$ cat src/rtl/cfgx_pkg.sv
package cfgx_pkg;

  typedef enum logic [1:0] {
    SZ_B1  = 2'd0,
    SZ_B2  = 2'd1,
    SZ_B4  = 2'd2,
    SZ_BAD = 2'd3
  } acc_size_e;

  typedef enum logic [1:0] {
    ACT_ERR   = 2'd0,
    ACT_CYCLE = 2'd1,
    ACT_INDEX = 2'd2,
    ACT_DUMMY = 2'd3
  } act_e;

  typedef enum logic [1:0] {
    ST_IDLE = 2'd0,
    ST_CYC  = 2'd1,
    ST_RESP = 2'd2
  } st_e;

  typedef struct packed {
    logic [7:0] bus;
    logic [4:0] dev;
    logic [2:0] func;
    logic [5:0] regn;
    logic [3:0] be;
    logic [1:0] lane;
  } cyc_t;

  function automatic logic [2:0] size_bytes(input logic [1:0] sz);
    case (sz)
      SZ_B1:   size_bytes = 3'd1;
      SZ_B2:   size_bytes = 3'd2;
      default: size_bytes = 3'd4;
    endcase
  endfunction

  function automatic logic [31:0] size_mask(input logic [1:0] sz);
    case (sz)
      SZ_B1:   size_mask = 32'h0000_00FF;
      SZ_B2:   size_mask = 32'h0000_FFFF;
      default: size_mask = 32'hFFFF_FFFF;
    endcase
  endfunction

endpackage

$ cat src/rtl/cfgx_decode.sv
module cfgx_decode
  import cfgx_pkg::*;
#(
  parameter logic [31:0] WIN_BASE = 32'h8080_0000,
  parameter int          WIN_AW   = 22,
  parameter int          SEL_LO   = 11,
  parameter int          SEL_N    = 11,
  parameter int          IO_AW    = 16,
  parameter logic [15:0] IDX_OFS  = 16'h0CF8,
  parameter logic [15:0] DAT_OFS  = 16'h0CFC
) (
  input  logic        is_io,
  input  logic [31:0] addr,
  input  logic [1:0]  size,
  input  logic        idx_en,
  input  logic [7:0]  idx_bus,
  input  logic [4:0]  idx_dev,
  input  logic [2:0]  idx_func,
  input  logic [5:0]  idx_reg,
  output act_e        act,
  output cyc_t        cyc
);

  localparam int DEV_W = $clog2(SEL_N + 1);

  logic [1:0]       lane;
  logic [3:0]       be;
  logic             bad_size;
  logic             crosses;
  logic             win_hit;
  logic             io_low;
  logic             idx_hit;
  logic             dat_hit;
  logic [DEV_W-1:0] dev_scan;

  assign lane = addr[1:0];

  always_comb begin
    case (size)
      SZ_B1:   be = 4'b0001 << lane;
      SZ_B2:   be = 4'b0011 << lane;
      default: be = 4'b1111;
    endcase
  end

  assign bad_size = (size == SZ_BAD);
  assign crosses  = ({1'b0, lane} + size_bytes(size)) > 3'd4;

  assign win_hit = !is_io && (addr[31:WIN_AW] == WIN_BASE[31:WIN_AW]);
  assign io_low  = is_io && (addr[31:IO_AW] == '0);
  assign idx_hit = io_low && (addr[IO_AW-1:2] == IDX_OFS[IO_AW-1:2]);
  assign dat_hit = io_low && (addr[IO_AW-1:2] == DAT_OFS[IO_AW-1:2]);

  // Priority scan: the lowest set select bit wins; none set gives SEL_N.
  always_comb begin
    dev_scan = DEV_W'(SEL_N);
    for (int i = SEL_N - 1; i >= 0; i--) begin
      if (addr[SEL_LO + i]) dev_scan = DEV_W'(i);
    end
  end

  always_comb begin
    if (dev_scan < DEV_W'(SEL_N)) begin
      a_r3_scan_hit: assert (addr[SEL_LO + int'(dev_scan)]);
    end
  end

  always_comb begin
    act      = ACT_ERR;
    cyc.bus  = '0;
    cyc.dev  = 5'(dev_scan);
    cyc.func = addr[10:8];
    cyc.regn = addr[7:2];
    cyc.be   = be;
    cyc.lane = lane;
    if (bad_size || crosses) begin
      act = ACT_ERR;
    end else if (win_hit) begin
      act = ACT_CYCLE;
    end else if (idx_hit) begin
      act = (size == SZ_B4) ? ACT_INDEX : ACT_ERR;
    end else if (dat_hit) begin
      if (idx_en) begin
        act      = ACT_CYCLE;
        cyc.bus  = idx_bus;
        cyc.dev  = idx_dev;
        cyc.func = idx_func;
        cyc.regn = idx_reg;
      end else begin
        act = ACT_DUMMY;
      end
    end
  end

endmodule

$ cat src/rtl/cfgx_index.sv
module cfgx_index #(
  parameter logic [31:0] KEEP_MASK = 32'h80FF_FFFC
) (
  input  logic        clk,
  input  logic        rst_n,
  input  logic        wr_en,
  input  logic [31:0] wr_data,
  output logic [31:0] q
);

  logic [31:0] q_d;

  always_comb begin
    q_d = q;
    if (wr_en) q_d = wr_data & KEEP_MASK;
  end

  always_ff @(posedge clk or negedge rst_n) begin
    if (!rst_n)     q <= '0;
    else if (wr_en) q <= q_d;
  end

endmodule

$ cat src/rtl/cfgx_lane.sv
module cfgx_lane
  import cfgx_pkg::*;
#(
  parameter int DW = 32
) (
  input  logic [1:0]    wr_lane,
  input  logic [DW-1:0] wr_in,
  output logic [DW-1:0] wr_out,
  input  logic [1:0]    rd_lane,
  input  logic [1:0]    rd_size,
  input  logic          rd_absent,
  input  logic [DW-1:0] rd_in,
  output logic [DW-1:0] rd_out
);

  localparam int SHW = $clog2(DW);

  logic [SHW-1:0] wr_sh;
  logic [SHW-1:0] rd_sh;
  logic [DW-1:0]  mask;

  assign wr_sh  = SHW'({wr_lane, 3'b000});
  assign rd_sh  = SHW'({rd_lane, 3'b000});
  assign mask   = DW'(size_mask(rd_size));
  assign wr_out = wr_in << wr_sh;
  assign rd_out = rd_absent ? mask : ((rd_in >> rd_sh) & mask);

endmodule

$ cat src/rtl/cfg_xlate.sv
module cfg_xlate
  import cfgx_pkg::*;
#(
  parameter logic [31:0] WIN_BASE = 32'h8080_0000,
  parameter int          WIN_AW   = 22,
  parameter int          SEL_LO   = 11,
  parameter int          SEL_N    = 11,
  parameter int          IO_AW    = 16,
  parameter logic [15:0] IDX_OFS  = 16'h0CF8,
  parameter logic [15:0] DAT_OFS  = 16'h0CFC
) (
  input  logic        clk,
  input  logic        rst_n,
  input  logic        cpu_req_valid,
  input  logic        cpu_io,
  input  logic [31:0] cpu_addr,
  input  logic [1:0]  cpu_size,
  input  logic        cpu_we,
  input  logic [31:0] cpu_wdata,
  output logic        cpu_ready,
  output logic [31:0] cpu_rdata,
  output logic        cpu_err,
  output logic        cfg_valid,
  output logic        cfg_we,
  output logic [7:0]  cfg_bus,
  output logic [4:0]  cfg_dev,
  output logic [2:0]  cfg_func,
  output logic [5:0]  cfg_reg,
  output logic [3:0]  cfg_be,
  output logic [31:0] cfg_wdata,
  input  logic        cfg_ack,
  input  logic [31:0] cfg_rdata,
  input  logic        cfg_present
);

  st_e         st_q, st_d;
  act_e        act;
  cyc_t        cyc_dec, cyc_q;
  logic        we_q;
  logic [1:0]  size_q;
  logic [31:0] wdata_q;
  logic [31:0] wr_aligned;
  logic [31:0] rd_aligned;
  logic [31:0] idx_q;
  logic        idx_wr;
  logic        cyc_en;
  logic        resp_en;
  logic [31:0] rdata_d, rdata_q;
  logic        err_d, err_q;

  cfgx_decode #(
    .WIN_BASE (WIN_BASE),
    .WIN_AW   (WIN_AW),
    .SEL_LO   (SEL_LO),
    .SEL_N    (SEL_N),
    .IO_AW    (IO_AW),
    .IDX_OFS  (IDX_OFS),
    .DAT_OFS  (DAT_OFS)
  ) u_dec (
    .is_io    (cpu_io),
    .addr     (cpu_addr),
    .size     (cpu_size),
    .idx_en   (idx_q[31]),
    .idx_bus  (idx_q[23:16]),
    .idx_dev  (idx_q[15:11]),
    .idx_func (idx_q[10:8]),
    .idx_reg  (idx_q[7:2]),
    .act      (act),
    .cyc      (cyc_dec)
  );

  cfgx_index u_idx (
    .clk     (clk),
    .rst_n   (rst_n),
    .wr_en   (idx_wr),
    .wr_data (cpu_wdata),
    .q       (idx_q)
  );

  cfgx_lane #(.DW(32)) u_lane (
    .wr_lane   (cpu_addr[1:0]),
    .wr_in     (cpu_wdata),
    .wr_out    (wr_aligned),
    .rd_lane   (cyc_q.lane),
    .rd_size   (size_q),
    .rd_absent (!cfg_present),
    .rd_in     (cfg_rdata),
    .rd_out    (rd_aligned)
  );

  // Next-state logic
  always_comb begin
    st_d    = st_q;
    cyc_en  = 1'b0;
    resp_en = 1'b0;
    idx_wr  = 1'b0;
    rdata_d = '0;
    err_d   = 1'b0;
    case (st_q)
      ST_IDLE: begin
        if (cpu_req_valid) begin
          case (act)
            ACT_CYCLE: begin
              st_d   = ST_CYC;
              cyc_en = 1'b1;
            end
            ACT_INDEX: begin
              st_d    = ST_RESP;
              resp_en = 1'b1;
              idx_wr  = cpu_we;
              rdata_d = cpu_we ? '0 : idx_q;
            end
            ACT_DUMMY: begin
              st_d    = ST_RESP;
              resp_en = 1'b1;
              rdata_d = cpu_we ? '0 : size_mask(cpu_size);
            end
            default: begin
              st_d    = ST_RESP;
              resp_en = 1'b1;
              err_d   = 1'b1;
            end
          endcase
        end
      end
      ST_CYC: begin
        if (cfg_ack) begin
          st_d    = ST_RESP;
          resp_en = 1'b1;
          rdata_d = we_q ? '0 : rd_aligned;
        end
      end
      default: st_d = ST_IDLE;
    endcase
  end

  // Registers
  always_ff @(posedge clk or negedge rst_n) begin
    if (!rst_n) st_q <= ST_IDLE;
    else        st_q <= st_d;
  end

  always_ff @(posedge clk or negedge rst_n) begin
    if (!rst_n) begin
      cyc_q   <= '0;
      we_q    <= 1'b0;
      size_q  <= SZ_B1;
      wdata_q <= '0;
    end else if (cyc_en) begin
      cyc_q   <= cyc_dec;
      we_q    <= cpu_we;
      size_q  <= cpu_size;
      wdata_q <= wr_aligned;
    end
  end

  always_ff @(posedge clk or negedge rst_n) begin
    if (!rst_n) begin
      rdata_q <= '0;
      err_q   <= 1'b0;
    end else if (resp_en) begin
      rdata_q <= rdata_d;
      err_q   <= err_d;
    end
  end

  assign cpu_ready = (st_q == ST_RESP);
  assign cpu_rdata = rdata_q;
  assign cpu_err   = err_q;
  assign cfg_valid = (st_q == ST_CYC);
  assign cfg_we    = we_q;
  assign cfg_bus   = cyc_q.bus;
  assign cfg_dev   = cyc_q.dev;
  assign cfg_func  = cyc_q.func;
  assign cfg_reg   = cyc_q.regn;
  assign cfg_be    = cyc_q.be;
  assign cfg_wdata = wdata_q;

  a_r11_hold_fields: assert property (@(posedge clk) disable iff (!rst_n)
    cfg_valid && !cfg_ack |=> cfg_valid && $stable(cfg_dev) && $stable(cfg_reg)
      && $stable(cfg_func) && $stable(cfg_be) && $stable(cfg_wdata) && $stable(cfg_we));

  a_r11_ack_to_ready: assert property (@(posedge clk) disable iff (!rst_n)
    cfg_valid && cfg_ack |=> cpu_ready && !cfg_valid);

  a_r11_ready_pulse: assert property (@(posedge clk) disable iff (!rst_n)
    cpu_ready |=> !cpu_ready);

  a_r5_be_shape: assert property (@(posedge clk) disable iff (!rst_n)
    cfg_valid |-> (cfg_be inside {4'b0001, 4'b0010, 4'b0100, 4'b1000,
                                  4'b0011, 4'b0110, 4'b1100, 4'b1111}));

  a_r5_err_no_cycle: assert property (@(posedge clk) disable iff (!rst_n)
    cpu_ready && cpu_err |-> !$past(cfg_valid));

endmodule

$ cat config.mk
export PLATFORM = sky130hd
export DESIGN_NAME = cfg_xlate
export DESIGN_NICKNAME = d
export VERILOG_FILES = /design/src/rtl/cfgx_pkg.sv /design/src/rtl/cfgx_decode.sv /design/src/rtl/cfgx_index.sv /design/src/rtl/cfgx_lane.sv /design/src/rtl/cfg_xlate.sv
export SDC_FILE = /design/constraint.sdc
export NUM_CORES = 1
export LEC_CHECK = 0
export ABC_AREA = 1
export BUFFER_PORTS_ARGS = -buffer_cell sky130_fd_sc_hd__buf_2
export CORE_MARGIN = 2
export CORE_UTILIZATION = 30
export CTS_CLUSTER_DIAMETER = 60
export DETAILED_ROUTE_END_ITERATION = 8
export PLACE_DENSITY_LB_ADDON = 0.08
export SLEW_MARGIN = 20
export SYNTH_ARGS = -nofsm -noshare
export SYNTH_HDL_FRONTEND = slang
export SYNTH_SLANG_ARGS = --single-unit
$ cat constraint.sdc
create_clock -name clk -period 4.3 [get_ports clk]
set_input_delay 0.215 -clock clk [delete_from_list [all_inputs] [get_ports clk]]
set_output_delay 0.215 -clock clk [all_outputs]
set_load 0.02 [all_outputs]
==> results, run 1 <==
- Traced cell by cell, the critical path runs through buf_2, nor2_1, ha_1, inv_1, fa_1, nand2_1, a22oi_2, nand2_1, inv_2, nand2_4, nand3_4, buf_6, nand2_1, o21a_1.
- In this run the deepest clock path goes through 2 buffers.
- The H-tree was split into 4 levels.
- In the final timing run, aggregate negative setup slack is 0 ps.
- The leading area contributor after synthesis is sky130_fd_sc_hd__dfrtp_1.
- Leaving out fill and tap cells, the most frequent cells in the layout are sky130_fd_sc_hd__nand2_1, sky130_fd_sc_hd__buf_2, sky130_fd_sc_hd__dfrtp_1.
- Counting cells, the worst reg-to-reg path comes to 5.
- The count of final setup violators is 0.
- Setup repair after global routing left no endpoint under its margin.
- The effective utilization at floorplan is a little under a third.
- The net count of the mapped netlist is approximately 1100.
- The via count of the first global-routing pass is 6709.
- After filler insertion, the fill cell instance count of the layout stands at 2583.
- CTS placed an instance of sky130_fd_sc_hd__clkbuf_16 at the clock tree root.
- STA classifies the critical path startpoint as an input pin.
- The worst setup path is captured at a flip-flop.
- The mean post-synth cell area is 7.34 um^2.
- The total overflow left after global routing is 0.
- The HPWL after detailed placement is 18.4 mm.
- Max-cap violations in this run came to 0.
- The count of final hold-check violations is 0.
- The die width is 159 um.
- In this run, the number of DRC markers left after iteration 0 of detailed routing was 550.
- The finished layout holds 1453 standard cells, fillers aside.
- The final critical delay including setup and external delays is just over 3000 ps.
- The setup skew after layout is 10.3 ps.
- The floorplan has 56 rows.
- The count of synthesis-stage warnings from yosys is 0.
- The run finished with clean final reports.
- The TritonCTS buffer count is 17.
- The post-CTS setup-driven buffer insertion count is 0.
- Data on the critical path arrives at its endpoint at 3380 ps.
- The slowest cell on the critical path is sky130_fd_sc_hd__buf_6.
- After detailed routing, the average wire length per cell comes to 16.7 um.
- The number of stages on the worst hold path is 3.
- The critical path's largest stage delay is 570 ps.
- The critical path class is input pin to flip-flop.
- In this run, placement finished with an instance count of 1419.
- The total power of the final layout is a little under 3 mW.
- The register area share after synthesis is 42.1%.
- The die footprint is 25200 um^2.
- By area the synthesized netlist is led by sky130_fd_sc_hd__dfrtp_1, sky130_fd_sc_hd__nand2_1, sky130_fd_sc_hd__o21ai_0.
- The final critical path takes up 71.7% of the cycle.
- The routed design has 24.2 mm of wire.
- Global routing used approximately a fifth of the available tracks.
- Measured along the y axis, the die boundary spans 159 um.
- The area of the mapped netlist is 7190 um^2.
- The type of the tightest min-delay check is input pin to flip-flop.
- After technology mapping, the gate count stands at 979.
- The remaining antenna violation count is 0.
- The antenna cell count is 0.
- The core region is 23500 um^2.
- The net count reported at finish is 1228.
- The power per cell area is around 330 nW/um^2.
- For this design the static power due to leakage is between 4 and 5 nW.
- Clock tree synthesis found a total of 121 sinks.
- The number of detailed-route iterations in the first pass is 5.
- The initial antenna violation count is 0.
- The maximum frequency from static timing analysis is between 300 and 400 MHz.
- The wire length of the first global-routing pass is about 38 mm.
- The worst hold slack is 36.3 ps.
- After clock tree synthesis, the clock-pin slew on the worst setup and hold paths is roughly 60 ps.
- The port buffer count is 198.
- TritonCTS built the clock tree.
- Routability-driven placement finished with a final weighted congestion of approximately 0.82.
- The share of the synthesized area in the top cell type is 42.1%.
- The worst pin sits at a relative slew slack of between 30% and 40%.
- The most repeated library cell on the critical path is sky130_fd_sc_hd__nand2_1.
- The slew at the pin closest to its max-slew limit is 1010 ps.
- The synthesized netlist contains 41 unique library cells.
- The layout-stage area growth over the synthesis result is 22.3%.
- In this run, synthesis produced a sequential element count of ~120.
- The fraction of final layout cells sized beyond drive strength 1 is between 20% and 30%.
- The routed layout has 6782 vias.
- The maximum resistive drop on vdd is 0.202 mV.
- The max-slew violation count is 0.
- The largest net degree at the start of global routing is 114.
- At the worst endpoint, the required time is 4600 ps.
- In this run the count of I/O pins placed on the die edge is 199.
- At the later pin of the worst-skew pair, clock insertion delay measures 420 ps.
- For this run, design rule violations remaining after detail routing come to 0.
- After detailed routing, the number of vias per cell comes to 4.67.
- The most frequent standard cell in the layout excluding fill and tap cells is sky130_fd_sc_hd__nand2_1.
- The maximum fanout encountered on the critical timing path is 113.
-- report_power, final --
part	total (mW)	internal (mW)	switching [mW]
Combinational	0.267	0.0859	0.181
Sequential	1.15	1.14	0.00274
Clock	1.52	0.974	0.546
Total	2.93	2.20	0.730
-- layout make-up --
class                           instances  area, um^2  share of cell area [%]
Tap cell                              319         399                    4.54
Inverter                               89         334                    3.80
Clock inverter                         10         140                    1.59
Clock buffer                           22         484                    5.50
Sequential cell                       121        3030                    34.4
Multi-Input combinational cell        684        3320                    37.8
Timing Repair Buffer                  208        1090                    12.4
-- worst max-delay path, delay by kind of cell --
| kind | cells | cell delay, ps |
|---|---|---|
| AOI/OAI and AO/OA | 2 | 460 |
| adders and majority gates | 2 | 680 |
| buffers and inverters | 4 | 1080 |
| and+or+nand+nor | 6 | 810 |
-- worst paths after layout --
kind                          startpoint            end  slack (ps)
max                          cpu_size[1]      cfg_be[1]        1220
min                        cpu_wdata[23]    u_idx.q[23]          40
max reg2reg                     cyc_q[0]  cpu_rdata[11]        1890
min reg2reg                   cfg_dev[2]     cfg_dev[2]         480
max in group asynchronous          rst_n      size_q[1]        3080
min in group asynchronous          rst_n  cfg_wdata[10]         380
-- cell usage after synthesis, drive strengths merged --
cell,number
nor2,77
o31ai,6
o21ai,157
o211ai,17
nand3b,1
ha,1
nand4,22
nor3,15
nand2,287
dfrtp,121
fa,1
a211oi,4
mux2i,7
xnor2,1
and3,1
o311ai,4
a22oi,1
and2,2
a21oi,6
o21a,14
inv,89
clkbuf,29
nand3,60
buf,56
-- stage by stage --
stage / cell area, um^2 / setup slack, ps / utilization, %
floorplan: 7190 / 1880 / -
global placement: 8150 / 733 / 34.7
detailed placement: 8150 / 555 / 34.7
CTS: 8790 / 996 / 37.5
global route: 8800 / 991 / 37.5
finish: 8800 / 1220 / 37.5
-- routing by layer --
metal,share of wire [%],GRT usage (%)
met1,48,27.0
met2,45,30.6
met3,5.4,4.05
met4,1.4,5.09
met5,0,0
-- what timing repair did --
action,CTS,global route
resized for setup,0,0
hold endpoints to repair,54,0
hold buffers,2,0
-- cells by family after synthesis --
family,after synthesis,share of synthesized area (%)
AO/OA/AOI/OAI,209,16.6
XOR/XNOR,1,0.122
AND/OR/NAND/NOR,465,28.0
buffers and inverters,174,11.7
multiplexers,7,0.974
flip-flops,121,42.1
adder cells (fa/ha/maj),2,0.452
Power figures use the tool's default switching activity.
==> run 2, diff against run 1 <==
--- a/config.mk
+++ b/config.mk
@@ -5,7 +5,7 @@
 export SDC_FILE = /design/constraint.sdc
 export NUM_CORES = 1
 export LEC_CHECK = 0
-export ABC_AREA = 1
+export ABC_AREA = 0
 export BUFFER_PORTS_ARGS = -buffer_cell sky130_fd_sc_hd__buf_2
 export CORE_MARGIN = 2
 export CORE_UTILIZATION = 30
==> constraint.sdc (replaced) <==
create_clock -name clk -period 3.05 [get_ports clk]
set_input_delay 0.1525 -clock clk [delete_from_list [all_inputs] [get_ports clk]]
set_output_delay 0.1525 -clock clk [all_outputs]
set_load 0.02 [all_outputs]
==> run 2 against run 1 <==
  * Clock-buffer cell count shrank 4
  * Die area down 8.8%
  * Critical path depth is the same
  * Clock skew rose by 0.79 ps
  * Non-clock buffer count is 21 higher
  * Critical path type unchanged
==> results, run 2 <==
- The maximum count of clock buffers along a single path is 2 (unchanged).
- The initial antenna violation count came to 0 (unchanged).
- The count of H-tree levels built during CTS is 4 (unchanged).
- The sequential cell area is 3030 um^2 (about the same).
- The number of DRC violations after detailed-routing iteration 0 is 353 (-36%).
- Timing would allow up to about 380 MHz.
- The final critical delay including setup and external delays is 2630 ps.
- The mean post-synth cell area is 9.72 um^2 (+32%).
- After synthesis, the cell types taking the most area are sky130_fd_sc_hd__dfrtp_1, sky130_fd_sc_hd__mux2_2, sky130_fd_sc_hd__mux2i_1.
- The register area share after synthesis is 46.3% (+4.2 points).
- The last weighted congestion value of the routability-driven placer is 0.853 (+3.4%).
- For hold timing, the worst endpoint is u_idx.q[15].
- The count of fill cells added during filler insertion was 2215 (-14%).
- TritonCTS built the clock tree.
- The startpoint of the worst hold path is cpu_wdata[15].
- The wire length of the first global-routing pass is 33.1 mm (-13%).
- The total clock sinks came to 121 (unchanged).
- The area of the multi-input gates is 3090 um^2 (-6.9%).
- The detail-routed via count per cell is 4.96 (+6.4%).
- The required time reported for the critical path endpoint was 3330 ps (-1270 ps).
- The total detailed-routing wirelength was 22.2 mm (-8.3%).
- The setup skew after layout came to 11.0 ps (+0.789 ps).
- The count of final hold-check violations was 0 (unchanged).
- The die footprint is 23000 um^2 (-8.8%).
- The worst slew slack as a fraction of its limit was 32.0% (-0.50 points).
- The post-detailed-route DRC marker count is 0 (unchanged).
- The most frequent standard cell in the layout excluding fill and tap cells is sky130_fd_sc_hd__buf_2.
- The layout-stage area growth over the synthesis result is 29.0%.
- The post-detailed-placement cell area is 7820 um^2 (-4.0%).
- The cell sitting at the root of the clock tree is a sky130_fd_sc_hd__clkbuf_16.
- The prevailing post-synth register cell is sky130_fd_sc_hd__dfrtp_1.
- In the layout the commonest cells are sky130_fd_sc_hd__buf_2, sky130_fd_sc_hd__dfrtp_1, sky130_fd_sc_hd__nand2_1.
- The largest net degree at the start of global routing came to 121 (+6.1%).
- The synthesized design spends more area on one cell type than any other, namely sky130_fd_sc_hd__dfrtp_1.
- The standard cell core area is 21600 um^2 (-7.9%).
- The slew at the pin closest to its max-slew limit is 1020 ps (+7.49 ps).
- Of the available clock period, the critical path in the final layout requires between 80% and 90%.
- The overall overflow remaining after global route is 0 (unchanged).
- The post-route cell area is 8440 um^2 (-4.1%).
- The maximum fanout encountered on the critical timing path came to 37 (-67%).
- The number of detailed-route iterations in the first pass is 6 (+1).
- The vertical die dimension is 152 um (-4.5%).
- The HPWL after detailed placement is 17.0 mm (-7.6%).
- The type of the tightest min-delay check is input pin to flip-flop.
- The setup TNS is 0 ps (unchanged).
- The TritonCTS buffer count was 17 (unchanged).
- The share of the synthesized area in the top cell type was 46.3% (+4.2 points).
- The most common cell in the synthesized netlist is sky130_fd_sc_hd__dfrtp_1.
- The count of mapped cells out of synthesis was 673 (-31%).
- The max-capacitance violation count is 0 (unchanged).
- The number of I/O pins is 199 (unchanged).
- The slack of the worst reg-to-reg path is 910 ps (-980 ps).
- The net count of the mapped netlist is 780 (-28%).
- The flow ran to the end, and the final reports show no timing, DRC or antenna violations.
- The area of the mapped netlist is 6540 um^2 (-9.0%).
- The endpoint of the lowest-slack register-to-register path is cpu_rdata[9].
- The total number of placement rows is 54 (-3.6%).
- The total via count after detailed routing is 5689 (-16%).
- The via count of the first global-routing pass came to 5802 (-14%).
- The port buffer count is 198 (unchanged).
- The share of flip-flops with an asynchronous set or reset after synthesis came to 100% (unchanged).
- Setup repair after global routing left no endpoint under its margin.
- The power per cell area came to 467 nW/um^2 (+40%).
- The data arrival time at the worst-slack endpoint is 2910 ps (-470 ps).
- The flop and latch count out of synthesis is 121 (unchanged).
- The commonest cells after synthesis are sky130_fd_sc_hd__dfrtp_1, sky130_fd_sc_hd__nand2_1, sky130_fd_sc_hd__o21ai_0.
- The net count reported at finish was 960 (-22%).
- The post-CTS setup-driven buffer insertion count is 0 (unchanged).
- The leakage power summed over all cells was 4.48 nW (-3.0%).
- The number of stages on the worst hold path was 2 (-1).
- The worst setup slack after placement is 5.23 ps (-550 ps).
- The clock latency at the later pin of the worst-skew pair came to 410 ps (about the same).
- The worst setup path is of the input pin to flip-flop kind.
- The remaining antenna violation count came to 0 (unchanged).
- The count of final setup violators is 0 (unchanged).
- The max-slew violation count came to 0 (unchanged).
- The cell count of the worst reg-to-reg path came to 5 (unchanged).
- The number of synthesized flops with an enable pin is 0 (unchanged).
- The clock slew seen by the registers of the worst setup and hold paths was 60 ps (about the same).
- The maximum resistive drop on vdd is 0.306 mV (+52%).
- The number of unique standard cell types used by synthesis is 54 (+32%).
- The fraction of final layout cells sized beyond drive strength 1 is 35.0% (+12 points).
- The worst setup path is launched from an input pin.
- The element type at the critical path end is a flip-flop.
- The worst path setup slack after routing came to 424 ps (-792 ps).
- The die width is 152 um (-4.5%).
- The count of synthesis-stage warnings from yosys came to 0 (unchanged).
- The per-cell routed wire length is 19.4 um (+16%).
- The source of the worst register-to-register timing path is cyc_q[1].
- The overall fraction of global-route tracks in use is 19.4% (+0.078 points).
- The effective utilization at floorplan is 30.3% (-0.37 points).
-- run 2: changes by cell type after synthesis, moves of 21 or more --
| cell | previous run | this run |
|---|---|---|
| sky130_fd_sc_hd__nor2b_1 | 0 | 22 |
| sky130_fd_sc_hd__nand3_1 | 57 | 3 |
| sky130_fd_sc_hd__nand2_1 | 283 | 65 |
| sky130_fd_sc_hd__a21oi_1 | 6 | 55 |
| sky130_fd_sc_hd__a211o_1 | 0 | 26 |
| sky130_fd_sc_hd__mux2i_1 | 7 | 32 |
| sky130_fd_sc_hd__nor2_1 | 68 | 47 |
| sky130_fd_sc_hd__o21ai_0 | 106 | 62 |
| sky130_fd_sc_hd__inv_1 | 87 | 19 |
| sky130_fd_sc_hd__o21ai_1 | 45 | 2 |
| sky130_fd_sc_hd__mux2_2 | 0 | 33 |
-- run 2: worst max-delay path, stage by stage --
cell and delay, ps:
sky130_fd_sc_hd__buf_2 110, sky130_fd_sc_hd__nor2_2 120, sky130_fd_sc_hd__ha_1 150, sky130_fd_sc_hd__inv_1 50, sky130_fd_sc_hd__fa_1 480, sky130_fd_sc_hd__nor2b_2 180
sky130_fd_sc_hd__o21bai_2 140, sky130_fd_sc_hd__a2111oi_0 610, sky130_fd_sc_hd__buf_4 220, sky130_fd_sc_hd__o221ai_4 160, sky130_fd_sc_hd__buf_12 230, sky130_fd_sc_hd__buf_4 150
sky130_fd_sc_hd__nand2_1 60, sky130_fd_sc_hd__o21ai_0 80
-- run 2: cell families (layout without fill, tap and decap cells) --
| group | after synthesis | after routing | share of synthesized area, % |
|---|---|---|---|
| adder cells (fa/ha/maj) | 2 | 2 | 0.497 |
| buffers and inverters | 87 | 279 | 6.94 |
| AO/OA/AOI/OAI | 218 | 218 | 21.8 |
| flip-flops | 121 | 121 | 46.3 |
| multiplexers | 68 | 68 | 11.1 |
| other | 0 | 1 | 0 |
| AND/OR/NAND/NOR | 177 | 177 | 13.4 |
-- run 2: worst max path at each step --
stage,start,endpoint,cells past startpoint,slack [ps]
floorplan,cpu_size[1],u_idx.q[17],12,5
global placement,cpu_size[1],u_idx.q[22],12,40
detailed placement,cpu_size[1],cfg_wdata[16],13,5
CTS,cpu_size[1],cfg_wdata[23],14,410
global route,cpu_size[1],cfg_wdata[16],13,170
finish,cpu_size[1],cfg_wdata[23],14,420
-- run 2: per-layer routing --
metal	GRT usage (%)	wire length, um	vias up
li1	-	-	2769
met3	3.29	964	29
met1	25.7	10200	2735
met2	32.1	10600	156
met4	6.94	478	0
met5	0	0	-
-- run 2: what timing repair did --
item                                   CTS  global route
resized for setup                        0             0
hold buffers                             3             0
endpoints found under the hold margin  123             0
-- run 2: power breakdown --
group          switching [mW]  total [mW]  internal, mW
combinational           0.211       0.338         0.127
sequential            0.00251        1.61          1.61
clock                   0.771        2.00          1.23
total                   0.984        3.95          2.96
-- run 2: stage by stage --
stage               power (mW)  hold WS (ps)  utilization, %  std cells
floorplan                 1.78          -143               -        673
global route              4.11          17.3            39.0       1145
finish                    3.95          21.2            39.0       1146
detailed placement        1.98         -54.5            36.2       1111
global placement          1.98         -54.5            36.2       1111
CTS                       4.00          6.00            39.0       1145
-- run 2: final cells by class --
| cell class | count | area share (%) |
|---|---|---|
| Multi-Input combinational cell | 465 | 36.6 |
| Sequential cell | 121 | 35.9 |
| Timing Repair Buffer | 229 | 15.5 |
| Clock buffer | 18 | 5.20 |
| Tap cell | 280 | 4.15 |
| Clock inverter | 13 | 1.75 |
| Inverter | 19 | 0.845 |
| Antenna cell | 1 | 0.0296 |
